<file path="config.mk">
export PLATFORM = sky130hd
export DESIGN_NAME = pin_wake_detector
export DESIGN_NICKNAME = d
export VERILOG_FILES = /design/src/rtl/pwd_pkg.sv /design/src/rtl/pwd_pad_sample.sv /design/src/rtl/pwd_debounce.sv /design/src/rtl/pwd_pattern.sv /design/src/rtl/pin_wake_detector.sv
export SDC_FILE = /design/constraint.sdc
export NUM_CORES = 1
export LEC_CHECK = 0
export BUFFER_PORTS_ARGS = -buffer_cell sky130_fd_sc_hd__buf_2
export CAP_MARGIN = 20
export CORE_MARGIN = 4
export CORE_UTILIZATION = 50
export CTS_BUF_LIST = sky130_fd_sc_hd__clkbuf_8
export DETAILED_ROUTE_END_ITERATION = 7
export GPL_ROUTABILITY_DRIVEN = 0
export PLACE_DENSITY = 0.78
export SLEW_MARGIN = 0
export SYNTH_ARGS = -nofsm -noshare
export SYNTH_HDL_FRONTEND = slang
export SYNTH_SLANG_ARGS = --single-unit
</file>
<file path="constraint.sdc">
create_clock -name clk -period 1.9 [get_ports clk]
set_input_delay 0.19 -clock clk [delete_from_list [all_inputs] [get_ports clk]]
set_output_delay 0.19 -clock clk [all_outputs]
set_load 0.005 [all_outputs]
</file>
<file path="src/rtl/pwd_pkg.sv">
package pwd_pkg;
  typedef enum logic [2:0] {
    MODE_RISE       = 3'd0,
    MODE_FALL       = 3'd1,
    MODE_EDGE       = 3'd2,
    MODE_HIGH_PULSE = 3'd3,
    MODE_LOW_PULSE  = 3'd4
  } pwd_mode_e;
endpackage

</file>
<file path="src/rtl/pwd_pad_sample.sv">
module pwd_pad_sample #(
  parameter int NumPads = 8,
  localparam int SelW = (NumPads > 1) ? $clog2(NumPads) : 1
) (
  input  logic               clk,
  input  logic               rst,
  input  logic [NumPads-1:0] pad_in,
  input  logic [SelW-1:0]    pad_sel,
  output logic               smp
);
  localparam logic [SelW:0] PadCount = NumPads[SelW:0];

  logic picked;
  always_comb begin
    picked = 1'b0;
    if ({1'b0, pad_sel} < PadCount) picked = pad_in[pad_sel];
  end

  always_ff @(posedge clk) begin
    if (rst) smp <= 1'b0;
    else     smp <= picked;
  end
endmodule

</file>
<file path="src/rtl/pwd_debounce.sv">
module pwd_debounce #(
  parameter int StableLen = 4
) (
  input  logic clk,
  input  logic rst,
  input  logic filt_en,
  input  logic smp,
  output logic lvl
);
  logic [StableLen-1:0] hist;

  always_ff @(posedge clk) begin
    if (rst) begin
      hist <= '0;
      lvl  <= 1'b0;
    end else begin
      hist <= {hist[StableLen-2:0], smp};
      if (!filt_en)         lvl <= smp;
      else if (&hist)       lvl <= 1'b1;
      else if (~|hist)      lvl <= 1'b0;
    end
  end

  // a filtered change agrees with the sample taken two edges earlier
  p_filt_agree_r3: assert property (@(posedge clk) disable iff (rst)
    ($past(filt_en) && (lvl != $past(lvl))) |-> (lvl == $past(smp, 2)));
endmodule

</file>
<file path="src/rtl/pwd_pattern.sv">
module pwd_pattern
  import pwd_pkg::*;
#(
  parameter int CntW = 8
) (
  input  logic            clk,
  input  logic            rst,
  input  logic            en,
  input  logic [2:0]      mode,
  input  logic [CntW-1:0] thresh,
  input  logic            lvl,
  output logic            hit
);
  localparam logic [CntW-1:0] CntMax = '1;

  logic            prev;
  logic [CntW-1:0] run_cnt;
  logic            long_enough;

  always_ff @(posedge clk) begin
    if (rst) prev <= 1'b0;
    else     prev <= lvl;
  end

  // run length of the current level, independent of mode
  always_ff @(posedge clk) begin
    if (rst || !en)           run_cnt <= '0;
    else if (lvl != prev)     run_cnt <= {{(CntW-1){1'b0}}, 1'b1};
    else if (run_cnt != CntMax) run_cnt <= run_cnt + 1'b1;
  end

  assign long_enough = (run_cnt >= thresh);

  always_comb begin
    hit = 1'b0;
    if (en) begin
      case (pwd_mode_e'(mode))
        MODE_RISE:       hit = lvl & ~prev;
        MODE_FALL:       hit = ~lvl & prev;
        MODE_EDGE:       hit = lvl ^ prev;
        MODE_HIGH_PULSE: hit = prev & ~lvl & long_enough;
        MODE_LOW_PULSE:  hit = ~prev & lvl & long_enough;
        default:         hit = 1'b0;
      endcase
    end
  end

  // once saturated, a steady level keeps the counter at its ceiling
  p_cnt_sat_r5: assert property (@(posedge clk) disable iff (rst)
    ($past(en) && en && $past(lvl == prev) && $past(run_cnt) == CntMax) |-> (run_cnt == CntMax));
  // a steady level keeps counting across any mode value
  p_cnt_mode_r6: assert property (@(posedge clk) disable iff (rst)
    ($past(en) && $past(lvl == prev) && $past(run_cnt) != CntMax && $past(mode) != mode)
      |-> (run_cnt == $past(run_cnt) + 1'b1));
  // a disabled detector reports nothing
  p_quiet_off_r7: assert property (@(posedge clk) disable iff (rst) !en |-> !hit);
  // reserved modes never match
  p_reserved_r8: assert property (@(posedge clk) disable iff (rst) (mode > 3'd4) |-> !hit);
endmodule

</file>
<file path="src/rtl/pin_wake_detector.sv">
module pin_wake_detector #(
  parameter int NumPads   = 8,
  parameter int CntW      = 8,
  parameter int StableLen = 4,
  localparam int SelW = (NumPads > 1) ? $clog2(NumPads) : 1
) (
  input  logic               clk,
  input  logic               rst,
  input  logic [NumPads-1:0] pad_in,
  input  logic [SelW-1:0]    pad_sel,
  input  logic               det_en,
  input  logic [2:0]         det_mode,
  input  logic               filt_en,
  input  logic [CntW-1:0]    pulse_thresh,
  input  logic               cause_clr,
  output logic               wake_req,
  output logic               cause
);
  logic smp, lvl, hit, cause_q;

  pwd_pad_sample #(.NumPads(NumPads)) u_sample (
    .clk(clk), .rst(rst), .pad_in(pad_in), .pad_sel(pad_sel), .smp(smp)
  );

  pwd_debounce #(.StableLen(StableLen)) u_filter (
    .clk(clk), .rst(rst), .filt_en(filt_en), .smp(smp), .lvl(lvl)
  );

  pwd_pattern #(.CntW(CntW)) u_match (
    .clk(clk), .rst(rst), .en(det_en), .mode(det_mode), .thresh(pulse_thresh),
    .lvl(lvl), .hit(hit)
  );

  always_ff @(posedge clk) begin
    if (rst || cause_clr) cause_q <= 1'b0;
    else if (hit)         cause_q <= 1'b1;
  end

  assign cause    = cause_q;
  assign wake_req = cause_q;

  // a set cause holds until cleared
  p_sticky_r9: assert property (@(posedge clk) disable iff (rst)
    (cause && !cause_clr) |=> cause);
  // a clear always lands on the next edge
  p_clear_r10: assert property (@(posedge clk) disable iff (rst) cause_clr |=> !cause);
  // no cause appears while disabled
  p_no_set_off_r7: assert property (@(posedge clk) disable iff (rst)
    (!det_en && !cause) |=> !cause);
endmodule

</file>
==> metrics.md <==
| Metric | Value |
|---|---|
| Async S/R FF share, synth | 0 |
| Final setup vio count | 0 |
| Status | finished clean |
| Vias per Instance | 5.422 |
| Fraction of layout cells with a size suffix above 1 | 0.2868 |
| Cell type with the largest total area after synthesis | dfxtp_1 |
| Synth top cells by count | dfxtp_1 (16), inv_1 (12), ha_1 (11), nor2_1 (8), nor2b_1 (6) |
| CTS Buffer Depth | 2 |
| Remaining DRCs | 0 |
| R2R Path Start | u_match.run_cnt[0]$_SDFFE_PP0P_ |
| Setup tns final | 0 ns |
| Dpl hpwl | 1536 um |
| Die H | 52.27 um |
| Crit path from | u_match.run_cnt[0]$_SDFFE_PP0P_ |
| RSZ-0062 raised after global routing | no |
| Crit path DAT | 1.84 ns |
| Number of synthesized flops with an enable pin | 0 |
| Worst-Skew Late Latency | 0.25 ns |
| Final hold vios | 0 |
| Wirelength, routed | 1870 um |
| Count leader, synth | dfxtp_1 |
| Post-CTS Setup Repair Bufs | 0 |
| Register Area | 320.3 sq um |
| Cell family with most CP delay | compound AO/OA/AOI/OAI gates |
| Number of global-route vias before repair | 825 |
| Core box area | 1783 sq um |
| Fillers | 144 |
| Critical Path Max Stage Delay | 0.40 ns |
| Die Footprint | 2732 sq um |
| CTS buffer count | 3 |
| Port-buffer cells | 28 |
| ANT nets after route | 0 |
| CTS tree | done |
| Fmax | 0.5809 GHz |
| Mapped Avg Cell Area | 9.156 sq um |
| Synthesized cell area | 979.7 sq um |
| Ys flop type | dfxtp_1 |
| Final Worst Setup Slack | 0.1786 ns |
| Die Width | 52.27 um |
| H-tree level count | 1 |
| Wire per inst | 11.61 um |
| Worst setup SP type | flip-flop |
| Multi-input gate area | 595.6 sq um |
| N_diodes | 0 |
| Power, Total | 739.9 uW |
| DR iter-0 viols | 12 |
| Initial antenna violation count | 0 |
| Post-layout min period | 1.721 ns |
| Io pins | 29 |
| Largest net degree at the start of global routing | 11 |
| Drt pass-1 iters | 4 |
| First-pass GRT wire length | 3325 um |
| CTS Sinks | 16 |
| Num rows | 15 |
| Area grow syn2layout | 21.97% |
| Crit Path Category | reg2reg |
| Hold_buf cts | 0 |
| Slowest stage cell, crit path | a2111o_1 |
| Pwr Density | 619.2 nW/um^2 |
| GRT Util Overall | 0.1600 |
| Worst Skew | 0.002516 ns |
| YS warnings | 0 |
| Yosys top cell area share | 0.3269 |
| Period utilization | 0.9060 |
| Register area share after synthesis | 0.3269 |
| Synth cell types | 37 |
| Hold WS | 0.1118 ns |
| Root Driver | clkbuf_8 |
| Crit. End Element | flip-flop |
| Hold_sp | cause_clr |
| Slew Limit Fails | 0 |
| Largest fanout on the critical path | 4 |
| CTS clk-pin slew, worst paths | 0.06 ns |
| Final nets | 175 |
| CTS resizes | 0 |
| WP buf/inv | 1 |
| Cell Chain, Critical Path | inv_1, ha_1, nand2b_1, a2111o_1, a311oi_1, a2111oi_1 |
| Post-Syn Nets | 145 |
| Synthesized instance count | 107 |
| Post-synthesis register bit count | 16 |
| Crit path required time | 2.02 ns |
| Measured slew at the worst slew-check pin | 0.3025 ns |
| Initial Util | 0.5495 |
| Worst hold path class | in2reg |
| Overflow after GRT | 0 |
| Synth area leaders | dfxtp_1 (33%), ha_1 (14%), inv_1 (4.6%) |
| Leak pwr | 0.0005494 uW |
| Max-cap check violation count | 0 |
| DR vias | 873 |
| Dpl ws | 0.1813 ns |
| Relative slew slack | 0.7978 |
| Worst vdd ir | 0.4937 mV |
power by group:
group / switching (uW) / internal [uW] / total (uW)
Combinational: 39.0 / 51.9 / 90.9
Clock: 114 / 184 / 297
Sequential: 6.82 / 345 / 352
Total: 160 / 580 / 740
path summary, 6_finish.rpt:
check / to / slack [ns] / cells after the start
worst min-delay path: cause$_SDFFE_PP0P_ / 0.11 / 2
worst max register to register: cause$_SDFFE_PP0P_ / 0.18 / 6
worst min register to register: u_filter.hist[2]$_SDFF_PP0_ / 0.47 / 1
worst max-delay path: cause$_SDFFE_PP0P_ / 0.18 / 6
cell type report:
cell class | instances | share of cell area
Sequential cell | 16 | 0.2681
Inverter | 12 | 0.03770
Clock buffer | 4 | 0.04607
Tap cell | 25 | 0.02618
Multi-Input combinational cell | 75 | 0.4984
Timing Repair Buffer | 29 | 0.1236
cells by family (layout without fill, tap and decap cells):
group / count (synthesis) / after routing / synth area share
adder cells (fa/ha/maj): 11 / 11 / 0.1405
buffers and inverters: 16 / 45 / 0.06513
multiplexers: 4 / 4 / 0.06641
flip-flops: 16 / 16 / 0.3270
AND/OR/NAND/NOR: 32 / 32 / 0.1865
XOR/XNOR: 2 / 2 / 0.01788
AO/OA/AOI/OAI: 26 / 26 / 0.1967
routing by layer:
layer | vias up | wire length, um | part of all wire | global-route usage
met5 | - | 0 | 0 | 0
met4 | 0 | 25 | 0.013 | 0.06383
met3 | 4 | 139 | 0.074 | 0.02564
met2 | 29 | 826 | 0.44 | 0.2678
met1 | 389 | 879 | 0.47 | 0.2039
li1 | 451 | - | - | -
flip-flops by register name (all words and copies together), names as in the netlist:
signal,flops
cause,1
u_match.prev,1
u_match.run_cnt,8
u_sample.smp,1
u_filter.hist,4
u_filter.lvl,1
per-stage QoR:
step,util,std cells,instance area (sq um)
after global placement,0.6393,157,1140
final,0.6702,161,1195
after CTS,0.6702,161,1195
after floorplan,-,107,979.7
after global routing,0.6702,161,1195
after detailed placement,0.6393,157,1140
worst reg2reg max path, delay by kind of cell, from the launching register on:
| family | cells | cell delay, ns |
|---|---|---|
| adders and majority gates | 1 | 0.26 |
| and+or+nand+nor | 1 | 0.14 |
| buffers and inverters | 1 | 0.06 |
| AOI/OAI and AO/OA | 3 | 0.76 |
| DFF | 1 | 0.39 |
cells in the final DEF, fill, tap and decap left out, types with 3 or more instances in the layout:
master	Yosys	routed
buf_2	0	28
nor2b_1	6	6
ha_1	11	11
clkbuf_8	0	4
o21ai_0	4	4
dfxtp_1	16	16
nand2_1	3	3
a311oi_1	3	3
inv_1	12	12
nor2_1	8	8
a21oi_1	4	4
a211oi_1	3	3
(Power assumes the default switching activity.)
